$ cat config.mk
export PLATFORM = sky130hd
export DESIGN_NAME = pt_walker
export DESIGN_NICKNAME = d
export VERILOG_FILES = /design/src/rtl/pt_walk_pkg.sv /design/src/rtl/pt_entry_addr.sv /design/src/rtl/pt_pte_check.sv /design/src/rtl/pt_walk_ctrl.sv /design/src/rtl/pt_walker.sv
export SDC_FILE = /design/constraint.sdc
export NUM_CORES = 1
export LEC_CHECK = 0
export ABC_AREA = 1
export BUFFER_PORTS_ARGS = -buffer_cell sky130_fd_sc_hd__buf_2
export CORE_UTILIZATION = 50
export CTS_CLUSTER_DIAMETER = 150
export CTS_CLUSTER_SIZE = 10
export DETAILED_ROUTE_END_ITERATION = 12
export PLACE_DENSITY = 0.8
export SLEW_MARGIN = 20
export SYNTH_ARGS = -nofsm -noshare
export SYNTH_HDL_FRONTEND = slang
export SYNTH_SLANG_ARGS = --single-unit
$ cat constraint.sdc
create_clock -name clk -period 2.4 [get_ports clk]
set_input_delay 0 -clock clk [delete_from_list [all_inputs] [get_ports clk]]
set_output_delay 0 -clock clk [all_outputs]
set_load 0.1 [all_outputs]
$ cat src/rtl/pt_walk_pkg.sv
package pt_walk_pkg;

  // entry flag bit positions (entry bits 3:0)
  localparam int unsigned ENT_PRESENT = 0;
  localparam int unsigned ENT_RD      = 1;
  localparam int unsigned ENT_WR      = 2;
  localparam int unsigned ENT_EX      = 3;
  localparam int unsigned ENT_FLAGS_W = 4;

  // byte shift of one 4-byte table entry
  localparam int unsigned ENT_SHIFT   = 2;

  typedef enum logic [1:0] {
    ACC_RD  = 2'd0,
    ACC_WR  = 2'd1,
    ACC_EX  = 2'd2,
    ACC_RSV = 2'd3
  } acc_e;

  typedef enum logic [2:0] {
    FLT_NONE  = 3'd0,
    FLT_LEN   = 3'd1,
    FLT_OUTER = 3'd2,
    FLT_INNER = 3'd3,
    FLT_PERM  = 3'd4
  } fault_e;

  typedef enum logic [1:0] {
    ST_IDLE,
    ST_OUTER,
    ST_INNER,
    ST_RESP
  } walk_st_e;

endpackage

$ cat src/rtl/pt_entry_addr.sv
module pt_entry_addr #(
  parameter int unsigned FRM_W = 20,
  parameter int unsigned OFF_W = 12,
  parameter int unsigned IDX_W = 10
) (
  input  logic [FRM_W-1:0]       tbl_frame,
  input  logic [IDX_W-1:0]       idx,
  output logic [FRM_W+OFF_W-1:0] ent_addr
);
  import pt_walk_pkg::*;

  localparam int unsigned PAD_W = OFF_W - IDX_W - ENT_SHIFT;

  // The table is frame aligned and idx*4 fits inside the offset field,
  // so the sum reduces to a concatenation with no carry chain.
  generate
    if (PAD_W > 0) begin : g_pad
      assign ent_addr = {tbl_frame, {PAD_W{1'b0}}, idx, {ENT_SHIFT{1'b0}}};
    end else begin : g_nopad
      assign ent_addr = {tbl_frame, idx, {ENT_SHIFT{1'b0}}};
    end
  endgenerate

endmodule

$ cat src/rtl/pt_pte_check.sv
module pt_pte_check
  import pt_walk_pkg::*;
(
  input  logic [ENT_FLAGS_W-1:0] flags,
  input  acc_e                   acc,
  output logic                   present,
  output logic                   allowed
);

  assign present = flags[ENT_PRESENT];

  always_comb begin
    unique case (acc)
      ACC_RD:  allowed = flags[ENT_RD];
      ACC_WR:  allowed = flags[ENT_WR];
      ACC_EX:  allowed = flags[ENT_EX];
      default: allowed = 1'b0;
    endcase
  end

endmodule

$ cat src/rtl/pt_walk_ctrl.sv
module pt_walk_ctrl
  import pt_walk_pkg::*;
#(
  parameter int unsigned IDX_W = 10,
  parameter int unsigned OFF_W = 12,
  parameter int unsigned FRM_W = 20,
  localparam int unsigned VPN_W = 2 * IDX_W,
  localparam int unsigned VA_W  = VPN_W + OFF_W,
  localparam int unsigned PA_W  = FRM_W + OFF_W
) (
  input  logic             clk,
  input  logic             rst,
  input  logic [VPN_W:0]   cfg_len,
  input  logic             req_valid,
  output logic             req_ready,
  input  logic [VA_W-1:0]  req_vaddr,
  input  logic [1:0]       req_acc,
  output logic [VA_W-1:0]  vaddr_q,
  output acc_e             acc_q,
  input  logic [PA_W-1:0]  outer_addr,
  input  logic [PA_W-1:0]  inner_addr,
  input  logic             ent_present,
  input  logic             ent_allowed,
  output logic             rsp_valid,
  output logic [PA_W-1:0]  rsp_paddr,
  output logic [2:0]       rsp_fault,
  output logic             mem_rd_valid,
  input  logic             mem_rd_ready,
  output logic [PA_W-1:0]  mem_rd_addr,
  input  logic             mem_rsp_valid,
  input  logic [FRM_W-1:0] mem_rsp_frame
);

  walk_st_e        state_q;
  logic            rd_valid_q;
  logic [PA_W-1:0] rd_addr_q;
  logic            rsp_valid_q;
  logic [PA_W-1:0] rsp_paddr_q;
  fault_e          rsp_fault_q;

  logic [VPN_W-1:0] req_vpn;
  logic             len_bad;
  logic             rsp_take;

  assign req_vpn  = req_vaddr[VA_W-1:OFF_W];
  assign len_bad  = ({1'b0, req_vpn} >= cfg_len);
  // data counts only once the read it answers has left the port
  assign rsp_take = mem_rsp_valid && !rd_valid_q;

  always_ff @(posedge clk) begin
    if (rst) begin
      state_q     <= ST_IDLE;
      vaddr_q     <= '0;
      acc_q       <= ACC_RD;
      rd_valid_q  <= 1'b0;
      rd_addr_q   <= '0;
      rsp_valid_q <= 1'b0;
      rsp_paddr_q <= '0;
      rsp_fault_q <= FLT_NONE;
    end else begin
      rsp_valid_q <= 1'b0;
      if (rd_valid_q && mem_rd_ready) begin
        rd_valid_q <= 1'b0;
      end
      unique case (state_q)
        ST_IDLE: begin
          if (req_valid) begin
            vaddr_q <= req_vaddr;
            acc_q   <= acc_e'(req_acc);
            if (len_bad) begin
              rsp_valid_q <= 1'b1;
              rsp_paddr_q <= '0;
              rsp_fault_q <= FLT_LEN;
              state_q     <= ST_RESP;
            end else begin
              rd_valid_q <= 1'b1;
              rd_addr_q  <= outer_addr;
              state_q    <= ST_OUTER;
            end
          end
        end
        ST_OUTER: begin
          if (rsp_take) begin
            if (!ent_present || !ent_allowed) begin
              rsp_valid_q <= 1'b1;
              rsp_paddr_q <= '0;
              rsp_fault_q <= ent_present ? FLT_PERM : FLT_OUTER;
              state_q     <= ST_RESP;
            end else begin
              rd_valid_q <= 1'b1;
              rd_addr_q  <= inner_addr;
              state_q    <= ST_INNER;
            end
          end
        end
        ST_INNER: begin
          if (rsp_take) begin
            rsp_valid_q <= 1'b1;
            state_q     <= ST_RESP;
            if (!ent_present || !ent_allowed) begin
              rsp_paddr_q <= '0;
              rsp_fault_q <= ent_present ? FLT_PERM : FLT_INNER;
            end else begin
              rsp_paddr_q <= {mem_rsp_frame, vaddr_q[OFF_W-1:0]};
              rsp_fault_q <= FLT_NONE;
            end
          end
        end
        ST_RESP: begin
          state_q <= ST_IDLE;
        end
        default: begin
          state_q <= ST_IDLE;
        end
      endcase
    end
  end

  assign req_ready    = (state_q == ST_IDLE);
  assign rsp_valid    = rsp_valid_q;
  assign rsp_paddr    = rsp_paddr_q;
  assign rsp_fault    = rsp_fault_q;
  assign mem_rd_valid = rd_valid_q;
  assign mem_rd_addr  = rd_addr_q;

endmodule

$ cat src/rtl/pt_walker.sv
module pt_walker
  import pt_walk_pkg::*;
#(
  parameter int unsigned IDX_W = 10,
  parameter int unsigned OFF_W = 12,
  parameter int unsigned FRM_W = 20,
  localparam int unsigned VPN_W = 2 * IDX_W,
  localparam int unsigned VA_W  = VPN_W + OFF_W,
  localparam int unsigned PA_W  = FRM_W + OFF_W,
  localparam int unsigned ENT_W = FRM_W + OFF_W
) (
  input  logic             clk,
  input  logic             rst,
  input  logic [FRM_W-1:0] cfg_base,
  input  logic [VPN_W:0]   cfg_len,
  input  logic             req_valid,
  output logic             req_ready,
  input  logic [VA_W-1:0]  req_vaddr,
  input  logic [1:0]       req_acc,
  output logic             rsp_valid,
  output logic [PA_W-1:0]  rsp_paddr,
  output logic [2:0]       rsp_fault,
  output logic             mem_rd_valid,
  input  logic             mem_rd_ready,
  output logic [PA_W-1:0]  mem_rd_addr,
  input  logic             mem_rsp_valid,
  input  logic [ENT_W-1:0] mem_rsp_data
);

  logic [VA_W-1:0]  vaddr_q;
  acc_e             acc_q;
  logic [PA_W-1:0]  outer_addr;
  logic [PA_W-1:0]  inner_addr;
  logic [FRM_W-1:0] ent_frame;
  logic             ent_present;
  logic             ent_allowed;
  logic             unused_rsv;

  assign ent_frame  = mem_rsp_data[ENT_W-1:OFF_W];
  assign unused_rsv = ^mem_rsp_data[OFF_W-1:ENT_FLAGS_W];

  // directory entry address, from the incoming request
  pt_entry_addr #(.FRM_W(FRM_W), .OFF_W(OFF_W), .IDX_W(IDX_W)) u_outer_addr (
    .tbl_frame (cfg_base),
    .idx       (req_vaddr[VA_W-1:VA_W-IDX_W]),
    .ent_addr  (outer_addr)
  );

  // second-level entry address, from the returned directory entry
  pt_entry_addr #(.FRM_W(FRM_W), .OFF_W(OFF_W), .IDX_W(IDX_W)) u_inner_addr (
    .tbl_frame (ent_frame),
    .idx       (vaddr_q[OFF_W+IDX_W-1:OFF_W]),
    .ent_addr  (inner_addr)
  );

  pt_pte_check u_check (
    .flags   (mem_rsp_data[ENT_FLAGS_W-1:0]),
    .acc     (acc_q),
    .present (ent_present),
    .allowed (ent_allowed)
  );

  pt_walk_ctrl #(.IDX_W(IDX_W), .OFF_W(OFF_W), .FRM_W(FRM_W)) u_ctrl (
    .clk           (clk),
    .rst           (rst),
    .cfg_len       (cfg_len),
    .req_valid     (req_valid),
    .req_ready     (req_ready),
    .req_vaddr     (req_vaddr),
    .req_acc       (req_acc),
    .vaddr_q       (vaddr_q),
    .acc_q         (acc_q),
    .outer_addr    (outer_addr),
    .inner_addr    (inner_addr),
    .ent_present   (ent_present),
    .ent_allowed   (ent_allowed),
    .rsp_valid     (rsp_valid),
    .rsp_paddr     (rsp_paddr),
    .rsp_fault     (rsp_fault),
    .mem_rd_valid  (mem_rd_valid),
    .mem_rd_ready  (mem_rd_ready),
    .mem_rd_addr   (mem_rd_addr),
    .mem_rsp_valid (mem_rsp_valid),
    .mem_rsp_frame (ent_frame)
  );

endmodule

### Word level (Yosys, flattened, before mapping)

Cells that the tools add are included.

| word-level totals | value |
|---|---|
| bits in registers | 95 |
| bits of input ports | 112 |
| output and inout bits | 70 |
| word-level logic and storage cells | 75 |

| operators by class | value |
|---|---|
| $lt $le $gt $ge | 1 |
| equality and inequality tests | 12 |
| muxes and demuxes | 40 |
| reduce and logical (&&, ||, !) cells | 14 |

Operators with widths:

| kind | count |
|---|---|
| 32-bit two-way mux | 10 |
| 32-bit one-hot mux with 3 select lines | 1 |
| 32-bit one-hot mux with 2 select lines | 1 |
| 3-bit two-way mux | 8 |
| 20-bit by 21-bit >= comparator with 1-bit output | 1 |
| 1-bit two-way mux | 11 |
| 3-bit one-hot mux with 3 select lines | 1 |
| 2-bit two-way mux | 4 |
| 2-bit by 1-bit inequality test with 1-bit output (second input constant) | 4 |
| 2-bit one-hot mux with 4 select lines | 1 |
| 2-bit == test (second input constant) | 3 |
| 2-bit inequality test (second input constant) | 3 |
| 1-bit one-hot mux with 3 select lines | 2 |
| 6-bit AND reduction | 1 |
| 5-bit AND reduction | 1 |
| 2-bit by 1-bit == test with 1-bit output (second input constant) | 2 |
| 2-bit logical NOT | 2 |
| 1-bit logical NOT | 3 |
| 3-bit AND reduction | 1 |
| 3-bit nonzero test | 1 |
| 1-bit logical AND | 2 |
| 1-bit one-hot mux with 2 select lines | 1 |
| 2-bit AND reduction | 1 |
| 2-bit nonzero test | 1 |
| 1-bit logical OR | 1 |

### Depth between registers and ports, before layout

Gate-level depths: netlist (run 1).

| depth | value |
|---|---|
| word-level depth | 7 |
| depth in mapped cells | 16 |

### Cells and area by module

From an unflattened synthesis (run 1), not the netlist that was laid out.

| unflattened totals | value |
|---|---|
| cells, all modules | 890 |
| area, all modules | 5876.9 sq um |

Modules (own cells, without submodules):

| module | instances | cells an instance | area an instance (sq um) | sequential area each (sq um) |
|---|---|---|---|---|
| pt_walk_ctrl | 1 | 817 | 5353.9 | 2102.0 |
| pt_entry_addr | 2 | 33 | 244.0 | 0.0 |
| pt_pte_check | 1 | 7 | 35.0 | 0.0 |

### Worst setup path after synthesis (run 1)

OpenSTA, ideal clock, no wires.

| timing path | value |
|---|---|
| kind | flip-flop to flip-flop |
| start | reg u_ctrl.state_q[0] |
| end | reg u_ctrl.rsp_paddr_q[10] (netlist: u_ctrl.rsp_paddr[10]) |
| library setup time | 0.113 ns |
| arrival | 2.268 ns |
| required time | 2.287 ns |
| path slack | 0.020 ns |
| cell stages (with the launch flop) | 13 |
| path buffers | 1 |
| clock period less this slack | 2.380 ns |
| cell sequence | dfxtp_1 -> inv_1 -> ha_1 -> inv_2 -> nor2_1 -> a21oi_2 -> o211ai_1 -> inv_2 -> nand2_8 -> buf_6 -> nand2_1 -> nand2_1 -> nor2_1 |

| between the ends | value |
|---|---|
| longest elaborated chain between the ends | 3 |
| elaborated cells between the ends (all ways) | 11 |

RTL lines:

| element | RTL line | text |
|---|---|---|
| start, declared | pt_walk_ctrl.sv:34 | `walk_st_e state_q;` |
| start signal, assigned | pt_walk_ctrl.sv:52 | `state_q <= ST_IDLE;` |
| start signal, assigned | pt_walk_ctrl.sv:74 | `state_q <= ST_RESP;` |
| start signal, assigned | pt_walk_ctrl.sv:78 | `state_q <= ST_OUTER;` |
| 2-bit logical NOT * | -- |  |
| net req_ready | pt_walker.sv:17 | `output logic req_ready,` |
| 2-bit by 1-bit inequality test with 1-bit output (no line) (tied with other cells) | -- |  |
| 6-bit AND reduction (no line) | -- |  |
| end signal, assigned | pt_walk_ctrl.sv:104 | `rsp_paddr_q <= {mem_rsp_frame, vaddr_q[OFF_W-1:0]};` |
| end, declared | pt_walk_ctrl.sv:38 | `logic [PA_W-1:0] rsp_paddr_q;` |

Mark *: on every way through the listed nets, which the timed path passes. The rest lies on a longest branch.
A chain may end at the register's enable or synchronous reset.

### Worst setup path after layout (run 1)

| timing path | value |
|---|---|
| start | in req_vaddr[31] |
| end | reg u_ctrl.rsp_paddr_q[10] (netlist: u_ctrl.rsp_paddr[10]) |

| between the ends | value |
|---|---|
| longest elaborated chain between the ends | 3 |

RTL lines:

| element | RTL line | text |
|---|---|---|
| start, declared | pt_walker.sv:18 | `input logic [VA_W-1:0] req_vaddr,` |
| 20-bit by 21-bit >= comparator with 1-bit output | pt_walk_ctrl.sv:46 | `assign len_bad = ({1'b0, req_vpn} >= cfg_len);` |
| 2-bit by 1-bit inequality test with 1-bit output (no line) | -- |  |
| 6-bit AND reduction (no line) | -- |  |

Every way passes these cells.

==> out/metrics.cfg, run 1 <==
[run_status]
status=finished, final reports clean

[sta]
grt_setup_unrepaired=no
post-route-period-util=0.891
drv_slew=0
slew_headroom=0.660
fin_skew_ps=11.4
fin_crit_ps=2140
timing.fmax_ghz=0.468
setup_viol=0
worst_slew_pin_slew_ps=514
finalSetupTns_ps=0
finalHoldViolCount=0

[yosys]
ys_warn_count=0
syn_avg_cell_area_sq_um=6.13
synthTopCellsByCount=nand2_1 (242), nor2_1 (194), inv_1 (142)
synth_seq_area_share=0.359
synth_top_area_share=0.359
ys_types=25
synthMostInstantiatedCell=nand2_1
ys_ff_latch=93
synth_edf_count=0
syn_inst=846
synth_area_leaders=dfxtp_1 (36%), nand2_1 (18%), nor2_1 (14%)
yosys.area.top_type=dfxtp_1
synthArstFlopShare=0
synthFlopType=dfxtp_1
syn_area_sq_um=5190

[worst_setup_path]
timing_worst_setup_path_type=in2reg
startpoint_type=input port
rr_worst_depth=11
crit_fanout=62
required_ps=2660
cp-end-kind=flop
arrival_ps=2400

[cts]
path_clk_slew_ps=110
cts_buffer_depth=2
cts_tree=done
cts_resized=0
cts_root_buf=clkbuf_8
htreeDepth=3
cts_inserted_buffers=9
clkSinkCount=93
clkLatencyLatePin_ps=350

[floorplan]
ios=182
die_y_um=104
start_util=0.524
core_sq_um=9910
rows=36
dieWidth_um=104
die_area_sq_um=10800

[routing]
num_vias=5446
drtPass1Iterations=7
drt_iter0_drc=339
via_per_inst=4.58
post_drt_wl_per_cell_um=11.3
ant_nets=0
drcViolationCount=0
routed_wl_mm=13.4

[global_routing]
antenna_found_initial=0
grt_pass1_vias=4944
gr-usage-all-layers=0.248
grt_max_degree=63
grt_remaining_overflow=0
grt_pass1_wl_mm=22.1

[layout]
syn_to_final_growth_pct=30.1
final_layout_size_suffix_gt1_frac=0.200
fin_area_sq_um=6750
fillers=925
n_antenna_cell=0
finalNetCount=1187

[job]
max_cap_viol_count=0

[worst_hold_path]
hold_path_depth=5
min_path_type=in2reg

[placement]
port_buffers=171
place_area_sq_um=6050
post-dp-hpwl_mm=9.02
gp_congestion=0.863

[through the flow]
stage               std cells  utilization  setup WS [ps]  hold slack (ps)
finish                   1189        0.681            261             13.0
global route             1189        0.681           21.4             16.5
CTS                      1189        0.681            292           0.0822
detailed placement       1122        0.611            312              232
global placement         1122        0.611            369              234
floorplan                 847            -           19.6             69.1
[repair_timing]
action	CTS	global route
setup buffers	0	0
hold buffers	51	0
setup endpoints to repair	0	0
endpoints found under the hold margin	51	0
[state kept, by name, summed over array words and instances, names as in the netlist]
name                 count
u_ctrl.mem_rd_valid      1
u_ctrl.rsp_fault         3
u_ctrl.mem_rd_addr      30
u_ctrl.acc_q             2
u_ctrl.rsp_valid         1
u_ctrl.rsp_paddr        32
u_ctrl.state_q           2
u_ctrl.vaddr_q          22
[final cells by class]
class / count / area, sq um / share of cell area
Tap cell: 133 / 166 / 0.0246
Timing Repair Buffer: 230 / 1440 / 0.213
Inverter: 146 / 548 / 0.0812
Multi-Input combinational cell: 571 / 2550 / 0.377
Sequential cell: 93 / 1860 / 0.276
Clock buffer: 9 / 124 / 0.0183
Clock inverter: 7 / 66.3 / 0.00982
[cells in the final DEF, fill, tap and decap left out, types with 2 or more instances in the layout]
| cell | synthesis | final |
|---|---|---|
| nand2_1 | 242 | 242 |
| ha_1 | 24 | 24 |
| inv_2 | 4 | 5 |
| a21oi_1 | 29 | 29 |
| inv_1 | 142 | 141 |
| conb_1 | 1 | 2 |
| inv_8 | 0 | 3 |
| buf_4 | 2 | 7 |
| nor2_1 | 194 | 194 |
| dfxtp_1 | 93 | 93 |
| clkbuf_8 | 0 | 9 |
| nor2_2 | 3 | 3 |
| dlygate4sd3_1 | 0 | 51 |
| nand3_1 | 13 | 13 |
| nand2_2 | 4 | 4 |
| nor3_1 | 2 | 2 |
| o21ai_0 | 50 | 50 |
| buf_2 | 0 | 171 |
| clkinvlp_4 | 0 | 2 |
[metal layers]
layer | GRT usage | vias to the layer above | share of wire
met2 | 0.433 | 180 | 0.49
met1 | 0.306 | 2330 | 0.43
met3 | 0.0470 | 30 | 0.058
met4 | 0.0847 | 0 | 0.025
li1 | - | 2906 | -
met5 | 0 | - | 0
[cell families (layout without fill, tap and decap cells)]
family	after synthesis	after routing	synth area share
flip-flops	93	93	0.359
buffers and inverters	183	392	0.151
AND/OR/NAND/NOR	461	461	0.348
other	1	2	0.000723
AO/OA/AOI/OAI	84	84	0.0834
adder cells (fa/ha/maj)	24	24	0.0579
[worst max-delay path, cell delays in order]
cell,delay (ps)
dlygate4sd3_1,550
buf_2,140
ha_1,280
inv_1,60
nor2_1,30
nand2_1,50
o21ai_0,140
inv_1,90
nand3_1,100
nor2_2,170
nand3_4,180
nand2_8,330
nand2_1,110
nand2_1,90
nor2_1,40
[path summary, 6_finish.rpt]
check	from	to	slack, ps
setup / recovery	req_vaddr[31]	u_ctrl.rsp_paddr[10]	260
hold / removal	mem_rsp_data[20]	u_ctrl.rsp_paddr[20]	10
setup reg to reg	u_ctrl.state_q[0]	u_ctrl.rsp_paddr[10]	270
hold reg to reg	u_ctrl.vaddr_q[8]	u_ctrl.vaddr_q[8]	470
Power of run 1 is left out: the tool's default activity adds up to more than one toggle a clock period on the data nets, which glitch-free logic cannot reach.
==> inputs of run 2 (changes only) <==
--- a/config.mk
+++ b/config.mk
@@ -11,8 +11,9 @@
 export CTS_CLUSTER_DIAMETER = 150
 export CTS_CLUSTER_SIZE = 10
 export DETAILED_ROUTE_END_ITERATION = 12
-export PLACE_DENSITY = 0.8
+export PLACE_DENSITY = 0.78
 export SLEW_MARGIN = 20
 export SYNTH_ARGS = -nofsm -noshare
 export SYNTH_HDL_FRONTEND = slang
+export SYNTH_HIERARCHICAL = 1
 export SYNTH_SLANG_ARGS = --single-unit
==> out/metrics.cfg, run 2 <==
[run_status]
status=finished, final reports clean

[cts]
clkLatencyLatePin_ps=370
cts_inserted_buffers=9
clkSinkCount=95
cts_tree=done
cts_root_buf=clkbuf_8
path_clk_slew_ps=110
htreeDepth=3
cts_buffer_depth=2

[worst_setup_path]
timing_worst_setup_path_type=reg2reg
startpoint_type=flop
cp-end-kind=flop
arrival_ps=2450
required_ps=2670
crit_fanout=33

[placement]
dp_slack_ps=366
post-dp-hpwl_mm=9.59
place_area_sq_um=5990
gp_congestion=0.829
port_buffers=173

[layout]
n_antenna_cell=0
final_layout_size_suffix_gt1_frac=0.219
final_common_cell=nand2_1
final_cell_mix=nand2_1 (224), nor2_1 (182), buf_2 (173), dfxtp_1 (95), inv_1 (73)
fillers=998
syn_to_final_growth_pct=24.4
finalNetCount=1148
multi_input_area_sq_um=2660
regArea_sq_um=1900
fin_area_sq_um=6910

[sta]
worst_slew_pin_slew_ps=543
finalHoldViolCount=0
fin_skew_ps=24.0
setup_viol=0
drv_slew=0
timing.fmax_ghz=0.457
fin_crit_ps=2190
grt_setup_unrepaired=no
slew_headroom=0.637
finalSetupTns_ps=0
post-route-period-util=0.911
layout_setup_ws_ps=214

[global_routing]
gr-usage-all-layers=0.264
grt_pass1_wl_mm=24.0
grt_remaining_overflow=0
grt_use_met1=0.317
grt_max_degree=49
use_met2=0.465
top_usage_layer=met2
grt_pass1_vias=5170
antenna_found_initial=0
use_met3=0.0563

[routing]
drcViolationCount=0
post_drt_wl_per_cell_um=12.9
ant_nets=0
routed_wl_mm=14.9
drtPass1Iterations=5
via_per_inst=4.77
num_vias=5518
drt_iter0_drc=394

[floorplan]
dieWidth_um=107
start_util=0.512
ios=182
core_sq_um=10800
die_y_um=107
rows=38
die_area_sq_um=11500

[job]
max_cap_viol_count=0

[yosys]
syn_avg_cell_area_sq_um=6.53
syn_inst=850
ys_warn_count=6
syn_area_sq_um=5550

[worst_hold_path]
min_path_type=in2reg

## run 2: area by class of cell
class                      count  share of cell area
inverter                      80              0.0435
tap                          140              0.0254
sequential                    95               0.275
clock inverter                 7              0.0121
multi-input combinational    570               0.385
clock buffer                   9              0.0179
timing repair buffer         255               0.240
## run 2: timing repair
item                                    in CTS  in global routing
hold buffers                                71                  0
hold endpoints to repair                    68                  0
setup buffers                                0                  0
endpoints found under the setup margin       0                  0
resized for setup                            0                  0
## run 2: final timing paths
check                                          from                      to  slack [ps]  cells past startpoint
worst min-delay path                   cfg_base[13]  u_ctrl/mem_rd_addr[25]          30                      5
worst max register to register    u_ctrl/state_q[1]  u_ctrl/mem_rd_addr[29]         210                      8
worst max-delay path              u_ctrl/state_q[1]  u_ctrl/mem_rd_addr[29]         210                      8
worst min register to register  u_ctrl/rsp_fault[2]     u_ctrl/rsp_fault[2]         470                      2
## run 2: critical path, cell delays in order, from the launching register on
cell	delay, ps
dfxtp_1	370
inv_1	110
ha_2	220
buf_4	400
mux2i_1	220
dlygate4sd3_1	570
nand3_1	70
nand2_1	70
nor2_1	40
## run 2: layer usage
metal | share of wire | vias up
met1 | 0.43 | 2451
met4 | 0.022 | 0
met3 | 0.062 | 29
li1 | - | 2844
met2 | 0.48 | 194
met5 | 0 | -
## run 2: metrics by stage
step	instances	hold slack [ps]	util
3_3_place_gp	1069	215	0.552
6_report	1156	28.6	0.637
2_1_floorplan	852	69.1	-
4_1_cts	1156	10.3	0.637
5_1_grt	1156	21.9	0.637
3_5_place_dp	1069	217	0.552
Power of run 2 is left out for the same reason.
